## src/rtl/dtmf_steer_pkg.sv

```systemverilog
package dtmf_steer_pkg;
  localparam int DIGIT_W = 4;
  typedef logic [DIGIT_W-1:0] digit_t;
endpackage

```

## src/rtl/dtmf_steer_early.sv

```systemverilog
module dtmf_steer_early
  import dtmf_steer_pkg::*;
(
  input  logic   clk,
  input  logic   rst,
  input  logic   pair_vld,
  input  digit_t pair_code,
  output logic   early_q,
  output digit_t code_q
);
  always_ff @(posedge clk) begin
    if (rst) begin
      early_q <= 1'b0;
      code_q  <= '0;
    end else begin
      early_q <= pair_vld;
      code_q  <= pair_code;
    end
  end
endmodule

```

## src/rtl/dtmf_steer_timer.sv

```systemverilog
module dtmf_steer_timer #(
  parameter int CNT_W = 16
) (
  input  logic             clk,
  input  logic             rst,
  input  logic             run,
  input  logic [CNT_W-1:0] len,
  output logic             expire
);
  logic [CNT_W-1:0] cnt;
  logic [CNT_W:0]   nxt;

  assign nxt    = {1'b0, cnt} + 1'b1;
  assign expire = run && (nxt >= {1'b0, len});

  always_ff @(posedge clk) begin
    if (rst)                 cnt <= '0;
    else if (!run || expire) cnt <= '0;
    else                     cnt <= nxt[CNT_W-1:0];
  end


  idle_clear_chk: assert property (@(posedge clk) disable iff (rst)
    !run |=> (cnt == '0));
endmodule

```

## src/rtl/dtmf_steer_latch.sv

```systemverilog
module dtmf_steer_latch
  import dtmf_steer_pkg::*;
(
  input  logic   clk,
  input  logic   rst,
  input  logic   load,
  input  digit_t code_in,
  output digit_t digit_q,
  output logic   new_q
);
  always_ff @(posedge clk) begin
    if (rst) begin
      digit_q <= '0;
      new_q   <= 1'b0;
    end else begin
      new_q <= load;
      if (load) digit_q <= code_in;
    end
  end
endmodule

```

## src/rtl/dtmf_steer.sv

```systemverilog
module dtmf_steer
  import dtmf_steer_pkg::*;
#(
  parameter int CNT_W = 16
) (
  input  logic             clk,
  input  logic             rst,
  input  logic             pair_vld,
  input  logic [3:0]       pair_code,
  input  logic [CNT_W-1:0] acq_len,
  input  logic [CNT_W-1:0] rel_len,
  output logic             early_o,
  output logic             steer_o,
  output logic             guard_o,
  output logic [3:0]       digit_o,
  output logic             new_o
);
  logic   early_q, steer_q, acq_exp, rel_exp;
  digit_t code_q, digit_q;

  dtmf_steer_early u_early (
    .clk(clk), .rst(rst), .pair_vld(pair_vld), .pair_code(pair_code),
    .early_q(early_q), .code_q(code_q)
  );

  dtmf_steer_timer #(.CNT_W(CNT_W)) u_acq (
    .clk(clk), .rst(rst), .run(early_q && !steer_q), .len(acq_len),
    .expire(acq_exp)
  );

  dtmf_steer_timer #(.CNT_W(CNT_W)) u_rel (
    .clk(clk), .rst(rst), .run(!early_q && steer_q), .len(rel_len),
    .expire(rel_exp)
  );

  always_ff @(posedge clk) begin
    if (rst)          steer_q <= 1'b0;
    else if (acq_exp) steer_q <= 1'b1;
    else if (rel_exp) steer_q <= 1'b0;
  end

  dtmf_steer_latch u_latch (
    .clk(clk), .rst(rst), .load(acq_exp), .code_in(code_q),
    .digit_q(digit_q), .new_q(new_o)
  );

  assign early_o = early_q;
  assign steer_o = steer_q;
  assign guard_o = early_q ^ steer_q;
  assign digit_o = digit_q;


  rise_strobe_chk: assert property (@(posedge clk) disable iff (rst)
    $rose(steer_o) |-> new_o);

  strobe_single_chk: assert property (@(posedge clk) disable iff (rst)
    new_o |=> !new_o);

  digit_hold_chk: assert property (@(posedge clk) disable iff (rst)
    !new_o |-> $stable(digit_o));

  rise_cause_chk: assert property (@(posedge clk) disable iff (rst)
    $rose(steer_o) |-> $past(early_o));

  fall_cause_chk: assert property (@(posedge clk) disable iff (rst)
    $fell(steer_o) |-> $past(!early_o));
endmodule

```

## config.mk

```make
export PLATFORM = sky130hd
export DESIGN_NAME = dtmf_steer
export DESIGN_NICKNAME = d
export VERILOG_FILES = /design/src/rtl/dtmf_steer_pkg.sv /design/src/rtl/dtmf_steer_early.sv /design/src/rtl/dtmf_steer_timer.sv /design/src/rtl/dtmf_steer_latch.sv /design/src/rtl/dtmf_steer.sv
export SDC_FILE = /design/constraint.sdc
export NUM_CORES = 1
export LEC_CHECK = 0
export BUFFER_PORTS_ARGS = -buffer_cell sky130_fd_sc_hd__buf_2
export CAP_MARGIN = 20
export CELL_PAD_IN_SITES_DETAIL_PLACEMENT = 0
export CELL_PAD_IN_SITES_GLOBAL_PLACEMENT = 1
export CORE_UTILIZATION = 42
export CTS_CLUSTER_DIAMETER = 200
export DETAILED_ROUTE_END_ITERATION = 8
export PLACE_DENSITY_LB_ADDON = 0.1
export SLEW_MARGIN = 5
export SYNTH_ARGS = -nofsm -noshare
export SYNTH_HDL_FRONTEND = slang
export SYNTH_SLANG_ARGS = --single-unit
```

## constraint.sdc

```tcl
create_clock -name clk -period 3.8 [get_ports clk]
set_clock_uncertainty 0.2 [all_clocks]
set_input_delay 1.14 -clock clk [delete_from_list [all_inputs] [get_ports clk]]
set_output_delay 1.14 -clock clk [all_outputs]
set_load 0.02 [all_outputs]
```

### After elaboration in Yosys (flattened, before gate mapping)

Index checks and enable logic that the tools add are counted.

| storage, ports and cells | value |
|---|---|
| word-level logic and storage cells | 27 |
| output and inout port bits | 8 |
| bits of input ports | 39 |
| register bits | 43 |

| operators by class | value |
|---|---|
| mux-type cells | 2 |
| $add $sub $neg | 2 |
| magnitude comparators | 2 |
| reductions and logical operators | 13 |
| bitwise gates (word level) | 1 |

Operator list:

| cell | number |
|---|---|
| adder 16 x 1 -> 17 bit (second input constant) | 2 |
| greater-or-equal comparator 17 x 16 -> 1 bit | 2 |
| logical AND 1 bit | 4 |
| zero test 1 bit | 4 |
| OR reduction 2 bit | 2 |
| logical OR 1 bit | 2 |
| two-way mux 1 bit | 2 |
| nonzero test 2 bit | 1 |
| bitwise XOR 1 bit | 1 |

### Logic depth before layout (Yosys ltp)

Gate-level depths: netlist of the first run.

| logic depth | value |
|---|---|
| word-level depth | 5 |
| gate-level depth with buffers | 13 |
| depth with buffers taken out | 12 |

### Hierarchy

From an unflattened synthesis of the first run, not the netlist that was laid out.

| unflattened totals | value |
|---|---|
| cell total of the unflattened synthesis | 313 |
| area total of the unflattened synthesis | 2753.9 sq um |

Modules (own cells, without submodules):

| module | sequential area each (sq um) | cells an instance | instances | area each (sq um) |
|---|---|---|---|---|
| dtmf_steer_timer at u_acq | 320.3 | 148 | 1 | 1213.7 |
| dtmf_steer_timer at u_rel | 320.3 | 131 | 1 | 1161.1 |
| dtmf_steer_latch | 100.1 | 15 | 1 | 172.7 |
| dtmf_steer_early | 100.1 | 10 | 1 | 131.4 |
| dtmf_steer | 20.0 | 9 | 1 | 75.1 |

### Worst setup path before layout of the first run

No wires, ideal clock.

| timing path | value |
|---|---|
| path type | reg-to-reg |
| start point | register u_acq.cnt[0] |
| end point | register u_acq.cnt[7] |
| buffers on the path | 1 |
| data arrival time | 2997 ps |
| stages on the path, launching flop included | 14 |
| clock period less this slack | 3258 ps |
| library setup time | 61 ps |
| path slack | 542 ps |
| data required time | 3539 ps |
| cell sequence | dfxtp_1 -> ha_1 -> nand2_1 -> nor4_1 -> nand3_1 -> xnor2_1 -> ha_1 -> a21oi_1 -> nor2b_1 -> a211oi_2 -> o2111ai_2 -> or3b_4 -> buf_12 -> nor2b_4 |

| between the ends | value |
|---|---|
| word-level cells in the longest chain between the ends | 5 |

RTL lines:

| what | RTL line | source |
|---|---|---|
| start, declared | dtmf_steer_timer.sv:10 | `logic [CNT_W-1:0] cnt;` |
| start signal, assigned | dtmf_steer_timer.sv:19 | `else cnt <= nxt[CNT_W-1:0];` |
| adder 16 x 1 -> 17 bit | dtmf_steer_timer.sv:13 | `assign nxt = {1'b0, cnt} + 1'b1;` |
| net u_acq.nxt[14] | dtmf_steer_timer.sv:11 | `logic [CNT_W:0] nxt;` |
| greater-or-equal comparator 17 x 16 -> 1 bit | dtmf_steer_timer.sv:14 | `assign expire = run && (nxt >= {1'b0, len});` |
| logical AND 1 bit | dtmf_steer_timer.sv:14 |  |
| logical OR 1 bit | dtmf_steer_timer.sv:18 | `else if (!run \|\| expire) cnt <= '0;` |
| OR reduction 2 bit (no line) | -- |  |

The timed path passes the listed nets, and every way through them passes these cells.
A chain may end at the register's enable or synchronous reset.

### Worst setup path after layout of the first run

| timing path | value |
|---|---|
| start point | register u_acq.cnt[2] |
| end point | register u_acq.cnt[2] |

The elaborated chain is that of the path after synthesis.

==> results.yml, run 1 <==
pwr:
  vdd_drop_max_v: 0.000213
  power_density_mw_per_mm2: 279
  p_leak_nw: 1.58
  power_mw: 0.876
yosys:
  syn-num-nets: 379
  synth.cell_area_mm2: 0.00271
  ys_ff_latch: 43
  synth_area_per_cell_um2: 8.92
  ys.flop_type: "dfxtp_1"
  synth_edf_count: 0
  synth.distinct_cells: 40
  ys_seq_area_share_pct: 31.7
  yosys_warnings: 0
  ys_async_sr_fraction_pct: 0
  syn_inst: 304
timing:
  rsz0062_at_grt: "false"
  max_slew_margin_pct: 66.5
  fin_ws_ns: 0.313
  finalCriticalPeriod_ns: 3.49
  post-route-period-util_pct: 91.8
  finalHoldViolCount: 0
  drv_slew: 0
  worst_pin_slew_ns: 0.499
  report.final.setup_viol: 0
  fmax_mhz: 287
  fin_setup_tns_ns: 0
placement:
  preCtsSetupSlack_ns: 0.217
  place_hpwl_mm: 4.12
  port_buffers: 46
  routabilityCongestion: 0.815
grt:
  grt_use_total_pct: 17.1
  grt_pass1_wl_mm: 8.75
  antenna_found_initial: 0
  overflow: 0
  use_met3_pct: 4.62
  grt_max_degree: 17
  grt_use_met2_pct: 28.8
  gr-max-usage-layer: "met2"
  met1_usage_pct: 21.3
  grt_pass1_vias: 2013
clock_tree:
  clk_pin_slew_ns: 0.09
  cts_max_path_buffers: 2
  clock-root-buffer: "clkbuf_8"
  clk-insertion-delay-late_ns: 0.30
  cts_tree: "built"
  post-cts-setup-buffers: 0
  cts_buffers: 5
  cts_sinks: 43
  htreeDepth: 2
die:
  die-area_mm2: 0.00678
  start_util_pct: 44.7
  coreArea_mm2: 0.00606
  die_w_um: 82.3
  dieHeight_um: 82.3
  ios: 47
  placementRows: 28
drt:
  routedWlPerCell_um: 11.9
  dr_total_vias: 2076
  drc: 0
  drtPass1Iterations: 4
  antenna_left: 0
  routed_wl_mm: 5.15
  initialDrtViolationCount: 74
  routed_via_density: 4.79
setup_path:
  cp-start-kind: "flip-flop"
  endpoint_kind: "flip-flop"
  cp.arrival_ns: 3.53
  required_ns: 3.85
  cp_max_fo: 16
  critPathKind: "flip-flop to flip-flop"
cells_and_area:
  n_fill_cell: 615
  layout-drive-gt1-share_pct: 22.6
  nets: 432
  layout-area-overhead-vs-synth_pct: 16.0
  layout_common_cells: "buf_2 (46), dfxtp_1 (43), inv_1 (41), ha_1 (36), nand2_1 (20)"
  final_util_pct: 51.9
  n_antenna_cell: 0
  final_common_cell: "buf_2"
hold_path:
  worstHoldPathType: "flip-flop to flip-flop"
run_status:
  status: "completed"
job:
  drv_cap: 0
-- synth_stat cells, drive strengths merged, types with 11 or more instances --
master / n / area, µm²
dfxtp: 43 / 861
nand3: 14 / 70.1
xnor2: 17 / 149
a21oi: 12 / 67.6
nor2b: 17 / 166
inv: 41 / 154
nor2: 17 / 68.8
ha: 36 / 450
nand4: 11 / 68.8
nand2: 20 / 75.1
xor2: 11 / 96.3
and3: 14 / 87.6
-- through the flow --
step | cell area, µm² | std cells | hold WS [ns]
floorplan | 2710 | 304 | 0.233
global placement | 3030 | 425 | 0.252
detailed placement | 3030 | 425 | 0.253
CTS | 3140 | 433 | 0.264
global route | 3140 | 433 | 0.290
finish | 3140 | 433 | 0.262
-- layer usage --
layer	vias to the layer above	share of wire, %
met5	-	0
met4	0	0.78
met3	5	3.7
met2	30	46
met1	903	50
li1	1138	-
-- area by class of cell --
type | instances | area, µm² | share of cell area [%]
Tap cell | 75 | 93.8 | 2.98
Sequential cell | 43 | 861 | 27.4
Timing Repair Buffer | 50 | 260 | 8.28
Multi-Input combinational cell | 216 | 1670 | 53.2
Clock inverter | 1 | 7.51 | 0.239
Inverter | 41 | 154 | 4.89
Clock buffer | 7 | 96.3 | 3.06
-- power by group --
group	internal, mW	switching (mW)
combinational	0.0405	0.0495
sequential	0.456	0.00442
clock	0.165	0.160
total	0.662	0.213
-- registers in the layout, indices dropped and copies added (netlist names) --
name,cells
u_early.code_q,4
u_early.early_q,1
steer_o,1
u_acq.cnt,16
u_rel.cnt,16
u_latch.digit_q,4
u_latch.new_q,1
-- critical path: stages (launching register included) --
cell       delay, ns
dfxtp_1         0.44
and4_1          0.27
nand4_1         0.14
buf_4           0.17
xnor2_1         0.23
ha_1            0.29
nand4_1         0.15
nor3_1          0.10
a2111oi_4       0.34
o2111ai_2       0.24
or3b_4          0.60
and2b_1         0.26
-- final timing paths --
kind / startpoint / endpoint / slack (ns) / depth (start not counted)
max: u_acq.cnt[2]$_SDFF_PP0_ / u_acq.cnt[2]$_SDFF_PP0_ / 0.31 / 11
max reg2reg: u_acq.cnt[2]$_SDFF_PP0_ / u_acq.cnt[2]$_SDFF_PP0_ / 0.31 / 11
min reg2reg: u_early.code_q[1]$_SDFF_PP0_ / u_latch.digit_q[1]$_SDFFE_PP0P_ / 0.26 / 1
min: u_early.code_q[1]$_SDFF_PP0_ / u_latch.digit_q[1]$_SDFFE_PP0P_ / 0.26 / 1
-- kinds of logic (layout without fill, tap and decap cells) --
kind of cell,Yosys count,count (layout),share of synthesized area [%]
AO/OA/AOI/OAI,36,36,10.1
XOR/XNOR,28,28,9.04
buffers and inverters,45,99,6.83
AND/OR/NAND/NOR,116,116,25.7
flip-flops,43,43,31.7
adder cells (fa/ha/maj),36,36,16.6
-- what timing repair did --
action,CTS,global route
endpoints found under the setup margin,0,6
resized for setup,0,1
hold buffers,0,0
Note: power is estimated with default switching activity, not from simulation.
==> run 2: changes to the inputs <==
==> constraint.sdc (replaced) <==
create_clock -name clk -period 3.8 [get_ports clk]
set_clock_uncertainty 0.2 [all_clocks]
set_input_delay 0 -clock clk [delete_from_list [all_inputs] [get_ports clk]]
set_output_delay 0 -clock clk [all_outputs]
set_load 0.02 [all_outputs]
==> run 2 against run 1 <==
Maximum frequency increased by 0.56%. Setup slack improved by 0.019 ns. Total power is 12% higher. Combinational power up 11%. Sequential cell count is the same. Non-clock buffer count rose by 12.
==> results.yml, run 2 (synthesis gave the netlist of run 1 again) <==
run_status:
  status: "completed"
timing:
  drv_slew: 0
  worst_pin_slew_ns: 0.362
  finalCriticalPeriod_ns: 3.47
  report.final.setup_viol: 0
  hold_ws_ns: 0.191
  max_slew_margin_pct: 75.8
  fin_setup_tns_ns: 0
  post-route-period-util_pct: 91.2
  finalHoldViolCount: 0
  rsz0062_at_grt: "false"
  fmax_mhz: 288
drt:
  drtPass1Iterations: 4
  drc: 0
  antenna_left: 0
  routedWlPerCell_um: 11.6
  routed_via_density: 4.87
  initialDrtViolationCount: 95
  dr_total_vias: 2168
  routed_wl_mm: 5.18
placement:
  port_buffers: 46
  routabilityCongestion: 0.760
  place_hpwl_mm: 4.07
  placed_area_mm2: 0.00304
setup_path:
  critPathMostFrequentCell: "ha_1"
  cp_max_fo: 16
  required_ns: 3.84
  crit_chain: "ha_1, nand2_1, nor4_1, buf_4, nand3_1, xnor2_1, ha_1, a21oi_1, nor2b_1, a211oi_2, o2111ai_2, or3b_4, and2b_1"
  cp.buffers_inverters: 1
  cp_top_family: "simple AND/OR/NAND/NOR gates"
  crit_start: "u_acq.cnt[1]$_SDFF_PP0_"
  slowest_stage: "or3b_4"
  critPathMaxStageDelay_ns: 0.56
  reg2reg_from: "u_acq.cnt[1]$_SDFF_PP0_"
  endpoint_kind: "flip-flop"
  cp-start-kind: "flip-flop"
  critPathKind: "flip-flop to flip-flop"
  cp.arrival_ns: 3.51
cells_and_area:
  multi_input_area_mm2: 0.00167
  n_antenna_cell: 0
  seqCellArea_um2: 861
  nets: 444
  layout-drive-gt1-share_pct: 21.9
  largest_registers: "u_acq.cnt: 16 flops, u_rel.cnt: 16 flops"
  final_common_cell: "buf_2"
  layout-area-overhead-vs-synth_pct: 21.3
  layout_common_cells: "buf_2 (46), dfxtp_1 (43), inv_1 (41), ha_1 (36), nand2_1 (20)"
  n_fill_cell: 568
  design_area_mm2: 0.00329
grt:
  grt_pass1_vias: 2086
  overflow: 0
  grt_pass1_wl_mm: 9.05
  grt_use_total_pct: 17.6
  grt_max_degree: 17
  antenna_found_initial: 0
job:
  drv_cap: 0
die:
  dieHeight_um: 82.3
  die-area_mm2: 0.00678
  coreArea_mm2: 0.00606
  placementRows: 28
  ios: 47
  die_w_um: 82.3
  start_util_pct: 44.7
pwr:
  power_density_mw_per_mm2: 298
  p_leak_nw: 1.65
  vdd_drop_max_v: 0.000191
clock_tree:
  clock-root-buffer: "clkbuf_8"
  cts_sinks: 43
  cts_tree: "built"
  post-cts-setup-buffers: 0
  htreeDepth: 2
  clk_pin_slew_ns: 0.09
  clk-insertion-delay-late_ns: 0.29
  cts_max_path_buffers: 2
  cts_buffers: 5
hold_path:
  worstHoldPathType: "input port to flip-flop"
  worstHoldStart: "acq_len[0]"
==> run 2: per-stage QoR <==
stage          utilization (%)  total power, mW  std cells  setup slack [ns]
4_1_cts                   54.3            0.994        445             0.324
5_1_grt                   54.3             1.03        445             0.101
3_3_place_gp              50.2            0.562        426             0.403
3_5_place_dp              50.2            0.563        426             0.358
6_report                  54.3            0.980        445             0.333
2_1_floorplan                -            0.527        304             0.542
==> run 2: worst paths after layout <==
path / endpoint / slack [ns] / cells after the start
worst max-delay path: u_acq.cnt[11]$_SDFF_PP0_ / 0.33 / 13
worst min-delay path: u_latch.new_q$_SDFF_PP0_ / 0.19 / 7
worst max register to register: u_acq.cnt[11]$_SDFF_PP0_ / 0.33 / 13
worst min register to register: u_latch.digit_q[1]$_SDFFE_PP0P_ / 0.26 / 1
==> run 2: final cells by class <==
class / count / share of cell area [%]
clock buffers: 5 / 2.09
clock inverters: 3 / 2.05
inverters: 41 / 4.68
multi-input cells: 216 / 50.6
flip-flops and latches: 43 / 26.2
well taps: 75 / 2.85
repair buffers: 62 / 11.5
==> run 2: timing repair <==
action / CTS / global route
resized for setup: 0 / 0
hold buffers: 11 / 0
hold endpoints to repair: 7 / 0
setup endpoints to repair: 0 / 0
==> run 2: report_power, final <==
part           switching (mW)  internal (mW)  leakage, nW
Combinational          0.0517         0.0479         1.24
Sequential            0.00414          0.456        0.348
Clock                   0.158          0.262       0.0644
Total                   0.214          0.766         1.65
==> run 2: tightest hold or removal path, stage by stage <==
cell       delay, ns
buf_2           0.08
ha_1            0.14
a211oi_2        0.06
o2111ai_2       0.07
buf_4           0.15
nand2_1         0.07
nor2_1          0.08
==> run 2: per-layer routing <==
metal  wire, µm  up-vias  global-route usage, %  part of all wire, %
met1       2510      967                   21.8                   48
li1           -     1166                      -                    -
met5          0        -                      0                    0
met4         41        0                   4.74                 0.79
met3        151        4                   4.18                  2.9
met2       2470       31                   30.4                   48
==> run 3: changes to the inputs <==
--- a/config.mk
+++ b/config.mk
@@ -6,10 +6,10 @@
 export NUM_CORES = 1
 export LEC_CHECK = 0
 export BUFFER_PORTS_ARGS = -buffer_cell sky130_fd_sc_hd__buf_2
-export CAP_MARGIN = 20
 export CELL_PAD_IN_SITES_DETAIL_PLACEMENT = 0
 export CELL_PAD_IN_SITES_GLOBAL_PLACEMENT = 1
-export CORE_UTILIZATION = 42
+export CORE_UTILIZATION = 44
+export CTS_BUF_LIST = sky130_fd_sc_hd__clkbuf_8
 export CTS_CLUSTER_DIAMETER = 200
 export DETAILED_ROUTE_END_ITERATION = 8
 export PLACE_DENSITY_LB_ADDON = 0.1
==> run 3 against run 2 <==
Global-route usage down 0.47 points. Cell area up 1.8%. Register-to-register slack worse by 0.05 ns. Critical endpoint is now u_acq.cnt[5]$_SDFF_PP0_. Setup slack worse by 0.047 ns. Highest routed layer unchanged. Non-clock buffer count up 5. Final cell count up 1.3%. Sequential power about the same. Combinational power up 7%.
==> results.yml, run 3 (synthesis gave the netlist of run 1 again) <==
drt:
  drtPass1Iterations: 4
  drc: 0
  routedWlPerCell_um: 11.6
  initialDrtViolationCount: 83
  antenna_left: 0
  routed_wl_mm: 5.22
  dr_total_vias: 2164
  routed_via_density: 4.80
hold_path:
  worstHoldPathType: "input port to flip-flop"
  worstHoldStart: "acq_len[0]"
die:
  ios: 47
  die_w_um: 80.5
  coreArea_mm2: 0.00592
  die-area_mm2: 0.00648
  dieHeight_um: 80.5
  start_util_pct: 45.8
  placementRows: 28
placement:
  place_hpwl_mm: 3.95
  placed_area_mm2: 0.00303
  routabilityCongestion: 0.719
  dp_cells: 425
  port_buffers: 46
  preCtsSetupSlack_ns: 0.237
setup_path:
  cp_top_family: "simple AND/OR/NAND/NOR gates"
  reg2reg_from: "u_acq.cnt[1]$_SDFF_PP0_"
  cp.arrival_ns: 3.56
  ff2ff_setup_slack_ns: 0.29
  slowest_stage: "or3b_4"
  critPathMaxStageDelay_ns: 0.51
  cp_max_fo: 8
  crit_chain: "ha_1, nand2_1, nor4_1, buf_4, nand3_1, xnor2_1, ha_1, nand3_1, nor4_1, a211oi_2, o2111ai_4, or3b_4, buf_4, nor2b_4"
  endpoint_kind: "flip-flop"
  cp-start-kind: "flip-flop"
  required_ns: 3.85
  critPathKind: "flip-flop to flip-flop"
  cp.buffers_inverters: 2
  crit_start: "u_acq.cnt[1]$_SDFF_PP0_"
grt:
  overflow: 0
  antenna_found_initial: 0
  grt_pass1_wl_mm: 8.45
  gr-max-usage-layer: "met2"
  use_met3_pct: 3.75
  grt_use_total_pct: 17.1
  grt_use_met2_pct: 30.3
  met1_usage_pct: 20.6
  grt_pass1_vias: 1997
  grt_max_degree: 17
cells_and_area:
  n_fill_cell: 555
  layout-area-overhead-vs-synth_pct: 23.4
  design_area_mm2: 0.00335
  multi_input_area_mm2: 0.00169
  fin_cells: 451
  largest_registers: "u_acq.cnt: 16 flops, u_rel.cnt: 16 flops"
  n_antenna_cell: 0
  layout_common_cells: "buf_2 (46), dfxtp_1 (43), inv_1 (41), ha_1 (36), nand2_1 (20)"
  nets: 450
  final_common_cell: "buf_2"
  seqCellArea_um2: 861
  layout-drive-gt1-share_pct: 23.1
pwr:
  vdd_drop_max_v: 0.000206
  p_leak_nw: 1.68
  power_density_mw_per_mm2: 282
timing:
  fmax_mhz: 285
  hold_ws_ns: 0.102
  finalHoldViolCount: 0
  report.final.setup_viol: 0
  max_slew_margin_pct: 76.9
  fin_setup_tns_ns: 0
  drv_slew: 0
  fin_ws_ns: 0.286
  post-route-period-util_pct: 92.5
  finalCriticalPeriod_ns: 3.51
  worst_pin_slew_ns: 0.345
clock_tree:
  cts_max_path_buffers: 2
  clk_pin_slew_ns: 0.09
  clk-insertion-delay-late_ns: 0.30
  cts_tree: "built"
  cts_buffers: 5
  cts_sinks: 43
  clock-root-buffer: "clkbuf_8"
  htreeDepth: 2
job:
  drv_cap: 0
run_status:
  status: "completed"
run 3: final timing paths:
check / end / cells after the start
hold / removal: u_latch.new_q$_SDFF_PP0_ / 6
hold reg to reg: u_latch.digit_q[0]$_SDFFE_PP0P_ / 1
setup / recovery: u_acq.cnt[5]$_SDFF_PP0_ / 14
setup reg to reg: u_acq.cnt[5]$_SDFF_PP0_ / 14
run 3: repair_timing:
item / in CTS / in global routing
hold buffers: 11 / 0
setup buffers: 0 / 6
setup endpoints to repair: 0 / 6
endpoints found under the hold margin: 7 / 0
gates resized for setup: 0 / 2
run 3: final cells by class:
| cell class | count | area share (%) |
|---|---|---|
| multi-input combinational | 217 | 50.4 |
| sequential | 43 | 25.7 |
| timing repair buffer | 67 | 12.8 |
| inverter | 41 | 4.60 |
| tap | 75 | 2.80 |
| clock buffer | 6 | 2.47 |
| clock inverter | 2 | 1.16 |
run 3: stage by stage:
step | utilization, % | power, mW
detailed placement | 51.2 | 0.562
floorplan | - | 0.527
finish | 56.5 | 0.945
global placement | 51.2 | 0.561
CTS | 55.2 | 0.953
global route | 56.5 | 0.991
run 3: per-layer routing:
| layer | vias to the layer above | part of all wire, % |
|---|---|---|
| met5 | - | 0 |
| li1 | 1175 | - |
| met4 | 0 | 0.80 |
| met2 | 27 | 49 |
| met3 | 4 | 2.4 |
| met1 | 958 | 48 |
run 3: power by group:
part	switching [mW]	total (mW)	internal [mW]
Clock	0.161	0.377	0.216
Combinational	0.0529	0.107	0.0543
Sequential	0.00388	0.460	0.456
Total	0.218	0.945	0.727
run 3: tightest hold or removal path: stages:
cell	delay (ns)
buf_2	0.08
ha_1	0.13
a211oi_2	0.08
o2111ai_4	0.10
nand2_1	0.09
nor2_1	0.08
